`src/rtl/sbm_pkg.sv`:
```
`timescale 1ns/1ps
package sbm_pkg;
    localparam int LANES  = 4;
    localparam int LANE_W = 8;
    localparam int WORD_W = LANES * LANE_W;
    localparam int ACC_W  = 32;
    localparam int F7_W   = 7;
    localparam int PROD_W = 2 * LANE_W;
    localparam int SKIP_W = LANES;

    typedef enum logic [F7_W-1:0] {
        OP_CLEAR = 7'd0,
        OP_MAC   = 7'd1,
        OP_READ  = 7'd2
    } op_e;

    typedef enum logic [1:0] {
        K_CLEAR,
        K_MAC,
        K_READ,
        K_NONE
    } kind_e;

    typedef struct packed {
        kind_e              kind;
        logic [SKIP_W-1:0]  skip;
    } cmd_info_t;

    function automatic kind_e decode_op(input logic [F7_W-1:0] f7);
        case (f7)
            OP_CLEAR: return K_CLEAR;
            OP_MAC:   return K_MAC;
            OP_READ:  return K_READ;
            default:  return K_NONE;
        endcase
    endfunction

    function automatic logic [LANE_W-1:0] strip_tag(input logic [LANE_W-1:0] w);
        return {w[LANE_W-1:1], 1'b0};
    endfunction
endpackage

```
`src/rtl/sbm_unpack.sv`:
```
`timescale 1ns/1ps
module sbm_unpack
    import sbm_pkg::*;
#(
    parameter int N_LANE = LANES,
    parameter int L_W    = LANE_W,
    localparam int B_W   = N_LANE * L_W
) (
    input  logic [B_W-1:0]               blk,
    output logic [N_LANE-1:0][L_W-1:0]   wgt,
    output logic [N_LANE-1:0]            tag
);
    for (genvar g = 0; g < N_LANE; g++) begin : g_lane
        assign wgt[g] = strip_tag(blk[g*L_W +: L_W]);
        assign tag[g] = blk[g*L_W];
    end
endmodule

```
`src/rtl/sbm_dot.sv`:
```
`timescale 1ns/1ps
module sbm_dot
    import sbm_pkg::*;
#(
    parameter int N_LANE = LANES,
    parameter int L_W    = LANE_W,
    parameter int S_W    = ACC_W,
    localparam int B_W   = N_LANE * L_W,
    localparam int P_W   = 2 * L_W
) (
    input  logic [B_W-1:0]             act,
    input  logic [N_LANE-1:0][L_W-1:0] wgt,
    output logic signed [S_W-1:0]      sum
);
    logic signed [P_W-1:0] prod [N_LANE];

    for (genvar g = 0; g < N_LANE; g++) begin : g_mul
        logic signed [L_W-1:0] a_s;
        logic signed [L_W-1:0] w_s;
        assign a_s = act[g*L_W +: L_W];
        assign w_s = wgt[g];
        assign prod[g] = a_s * w_s;
    end

    always_comb begin
        sum = '0;
        for (int i = 0; i < N_LANE; i++) begin
            sum = sum + S_W'(prod[i]);
        end
    end
endmodule

```
`src/rtl/sbm_hs.sv`:
```
`timescale 1ns/1ps
module sbm_hs (
    input  logic clk,
    input  logic rst,
    input  logic cmd_valid,
    input  logic rsp_ready,
    output logic cmd_ready,
    output logic take,
    output logic rsp_valid
);
    logic pend_q;

    assign cmd_ready = !pend_q;
    assign take      = cmd_valid && !pend_q;
    assign rsp_valid = pend_q;

    always_ff @(posedge clk) begin
        if (rst) begin
            pend_q <= 1'b0;
        end else if (take) begin
            pend_q <= 1'b1;
        end else if (pend_q && rsp_ready) begin
            pend_q <= 1'b0;
        end
    end
endmodule

```
`src/rtl/sbm_mac_top.sv`:
```
`timescale 1ns/1ps
module sbm_mac_top
    import sbm_pkg::*;
(
    input  logic              clk,
    input  logic              rst,
    input  logic              cmd_valid,
    output logic              cmd_ready,
    input  logic [F7_W-1:0]   cmd_funct7,
    input  logic [WORD_W-1:0] cmd_rs1,
    input  logic [WORD_W-1:0] cmd_rs2,
    output logic              rsp_valid,
    input  logic              rsp_ready,
    output logic [ACC_W-1:0]  rsp_data
);
    logic                      take;
    logic [LANES-1:0][LANE_W-1:0] wgt;
    logic [SKIP_W-1:0]         tag;
    logic signed [ACC_W-1:0]   dot;
    logic signed [ACC_W-1:0]   acc_q;
    logic [ACC_W-1:0]          data_q;
    cmd_info_t                 info;

    sbm_hs u_hs (
        .clk       (clk),
        .rst       (rst),
        .cmd_valid (cmd_valid),
        .rsp_ready (rsp_ready),
        .cmd_ready (cmd_ready),
        .take      (take),
        .rsp_valid (rsp_valid)
    );

    sbm_unpack #(.N_LANE(LANES), .L_W(LANE_W)) u_unpack (
        .blk (cmd_rs2),
        .wgt (wgt),
        .tag (tag)
    );

    sbm_dot #(.N_LANE(LANES), .L_W(LANE_W), .S_W(ACC_W)) u_dot (
        .act (cmd_rs1),
        .wgt (wgt),
        .sum (dot)
    );

    assign info.kind = decode_op(cmd_funct7);
    assign info.skip = tag;

    always_ff @(posedge clk) begin
        if (rst) begin
            acc_q  <= '0;
            data_q <= '0;
        end else if (take) begin
            case (info.kind)
                K_CLEAR: begin
                    acc_q  <= '0;
                    data_q <= '0;
                end
                K_MAC: begin
                    acc_q  <= acc_q + dot;
                    data_q <= ACC_W'(info.skip);
                end
                K_READ:  data_q <= acc_q;
                default: data_q <= '0;
            endcase
        end
    end

    assign rsp_data = data_q;
endmodule

```
`config.mk`:
```
export PLATFORM = sky130hd
export DESIGN_NAME = sbm_mac_top
export DESIGN_NICKNAME = d
export VERILOG_FILES = /design/src/rtl/sbm_pkg.sv /design/src/rtl/sbm_unpack.sv /design/src/rtl/sbm_dot.sv /design/src/rtl/sbm_hs.sv /design/src/rtl/sbm_mac_top.sv
export SDC_FILE = /design/constraint.sdc
export NUM_CORES = 1
export LEC_CHECK = 0
export ABC_AREA = 1
export CAP_MARGIN = 20
export CORE_MARGIN = 1
export CORE_UTILIZATION = 35
export CTS_CLUSTER_DIAMETER = 60
export DETAILED_ROUTE_END_ITERATION = 7
export PLACE_DENSITY_LB_ADDON = 0.15
export SYNTH_ARGS = -nofsm -noshare
export SYNTH_HDL_FRONTEND = slang
export SYNTH_HIERARCHICAL = 1
export SYNTH_SLANG_ARGS = --single-unit
```
`constraint.sdc`:
```
create_clock -name clk -period 11.55 [get_ports clk]
set_input_delay 1.155 -clock clk [delete_from_list [all_inputs] [get_ports clk]]
set_output_delay 1.155 -clock clk [all_outputs]
set_load 0.01 [all_outputs]
```
==> results.yml <==
run_status:
  status: "finished clean"
grt:
  antenna_found_initial: 0
  grt.met1_usage_pct: 25.5
  grt-busiest-layer: "met2"
  grtUsageMet2_pct: 30.7
  grt-ovfl-total: 0
  grt_max_degree: 66
  grt_pass1_vias: 13500
  use_met3_pct: 1.61
  grt_first_pass_wirelength_um: 69900
  track_usage_pct: 17.9
setup_path:
  regToRegEndpoint: "acc_q[22]$_SDFFE_PP0P_"
  crit_type: "primary input to flop"
  worstRegToRegCells: 8
  cp-start-kind: "primary input"
  regToRegSetupSlack_ns: 8.45
  arrival_ns: 9.80
  worst_setup_path_end_kind: "flop"
  r2r-start: "u_hs/rsp_valid$_SDFFE_PP0P_"
  startpoint: "cmd_rs1[31]"
  slowest_stage: "clkdlybuf4s50_1"
  cpPeakStageDelay_ns: 0.78
  cp.required_ns: 11.74
  crit_path_max_fanout: 14
layout:
  area_delta_synth_final_pct: 9.07
  layout-drive-gt1-share_pct: 2.62
  n_antenna_cell: 0
  nFillCells: 4928
  nets: 2780
cts:
  postCtsHoldBufs: 0
  cts_buffers: 9
  cts-root-buf: "clkbuf_16"
  clkSinkCount: 65
  cts_tree: "done"
  postCtsSetupRepairBufs: 0
  clockBufferDepth: 2
  htreeDepth: 3
  ctsResizeCount: 0
  clkTransAtPathRegs_ns: 0.07
  clock_latency_ns: 0.34
synthesis:
  synth_top_area_share_pct: 39.0
  synth-seq-cells: 65
  synth_edf_count: 0
  synth_flop_cell: "dfxtp_1"
  yosys-top-cells-area: "fa_1, inv_1, nand2_1"
  synthMostInstantiatedCell: "inv_1"
  async_flop_share_pct: 0
  ys_warn_count: 6
  syn-cell-area_um2: 16800
  synth_common_cells: "inv_1, nand2_1, fa_1, ha_1, a21oi_1"
  synth_area_leader_cell: "fa_1"
  syn_inst: 2252
  syn-mean-instance-area_um2: 7.45
  synth_cell_types: 37
  ys_seq_area_share_pct: 7.75
drt:
  drtPass1Iterations: 5
  drtIter0Drc: 683
  vias: 12900
  routed_via_density: 4.53
  wirelength_um: 41400
  post-route-drc-count: 0
  antenna_left: 0
  post_drt_wl_per_cell_um: 14.5
timing:
  slew_viol_final: 0
  fin_worst_skew_ns: 0.0130
  finalCritPeriodShare_pct: 83.1
  rsz0062_at_grt: "no"
  relSlewSlack_pct: 35.3
  fmax_ghz: 0.104
  setup_viol_count_final: 0
  finalHoldViolations: 0
  period_needed_ns: 9.60
  tightest_slew_ns: 0.969
  final.setup.tns_ns: 0
worst_hold_path:
  min_path_cells: 2
  hp-start: "rsp_data[8]$_SDFFE_PP0P_"
  holdPathEnd: "rsp_data[8]$_SDFFE_PP0P_"
  hp-class: "flop to flop"
die:
  dieHeight_um: 221
  start_util_pct: 35.8
  rows: 79
  core_um2: 47000
  io_pins: 109
  dieArea_um2: 48800
  die_width_um: 221
placed_design:
  post-dp-hpwl_um: 36700
  gp_congestion: 0.818
  io_buffers: 108
run:
  drv_cap: 0
layout make-up:
| cell class | instances | area, µm² | area share, % |
|---|---|---|---|
| multi-input combinational | 1409 | 12400 | 67.5 |
| inverter | 648 | 2430 | 13.3 |
| sequential | 65 | 1300 | 7.11 |
| timing repair buffer | 112 | 1130 | 6.15 |
| tap | 607 | 759 | 4.15 |
| clock buffer | 10 | 239 | 1.31 |
| clock inverter | 6 | 91.3 | 0.499 |
metal layers:
metal  routed length, µm  up-vias
met2               19800      241
met3                1680       13
met1               19700     6306
li1                    -     6369
met5                   0        -
met4                 176        0
critical path, delay by kind of cell:
| kind | cells | cell delay (ns) |
|---|---|---|
| buffers and inverters | 7 | 1.18 |
| adders and majority gates | 10 | 5.19 |
| AOI/OAI and AO/OA | 3 | 0.47 |
| and+or+nand+nor | 14 | 1.77 |
cells in the final DEF (no fill, tap or decap), types with 2 or more instances in the layout:
| cell type | count |
|---|---|
| o21ai_0 | 6 |
| fa_1 | 327 |
| a21o_1 | 2 |
| ha_1 | 133 |
| nand3_1 | 94 |
| nand4_1 | 4 |
| clkbuf_16 | 9 |
| a22oi_1 | 3 |
| dfxtp_1 | 65 |
| nand2_2 | 5 |
| nor2_1 | 71 |
| a21oi_1 | 96 |
| clkdlybuf4s50_1 | 107 |
| clkinv_4 | 3 |
| nand2_1 | 589 |
| xnor2_1 | 4 |
| nor3_2 | 2 |
| nor3_1 | 5 |
| inv_2 | 2 |
| or2_2 | 19 |
| o21ai_2 | 2 |
| nand3_2 | 2 |
| xor2_1 | 21 |
| inv_1 | 646 |
| conb_1 | 4 |
| o21bai_1 | 4 |
| bufinv_16 | 2 |
| a22o_1 | 3 |
| buf_4 | 3 |
| nand3b_1 | 5 |
| a21oi_2 | 2 |
worst max-delay path by stage:
stage                             end  slack (ns)
5_1_grt        acc_q[27]$_SDFFE_PP0P_        1.41
3_5_place_dp   acc_q[26]$_SDFFE_PP0P_        1.63
4_1_cts        acc_q[26]$_SDFFE_PP0P_        1.96
6_report       acc_q[24]$_SDFFE_PP0P_        1.95
3_3_place_gp   acc_q[26]$_SDFFE_PP0P_        1.66
2_1_floorplan  acc_q[27]$_SDFFE_PP0P_        3.08
cells by family (layout without fill, tap and decap cells):
kind of cell / Yosys count / count (layout) / share of synthesized area (%)
XOR/XNOR: 25 / 25 / 1.30
adder cells (fa/ha/maj): 460 / 460 / 48.9
other: 1 / 4 / 0.0223
AO/OA/AOI/OAI: 119 / 119 / 3.84
AND/OR/NAND/NOR: 801 / 801 / 19.5
flip-flops: 65 / 65 / 7.75
buffers and inverters: 781 / 776 / 18.7
per-stage QoR:
step	instance area [µm²]	setup slack [ns]	util [%]	hold WS (ns)	instances
2_1_floorplan	16800	3.08	-	0.460	2255
4_1_cts	18300	1.96	38.9	0.468	2856
6_report	18300	1.95	39.0	0.465	2857
5_1_grt	18300	1.41	39.0	0.481	2857
3_5_place_dp	18000	1.63	38.2	0.458	2840
3_3_place_gp	18000	1.66	38.2	0.457	2840
flip-flops by register name, summed over array words and instances, names as in the netlist:
name and count:
acc_q 32, rsp_data 32, u_hs/rsp_valid 1
Power is left out: the tool's default activity adds up to more than one toggle a clock period on the data nets, which glitch-free logic cannot reach.
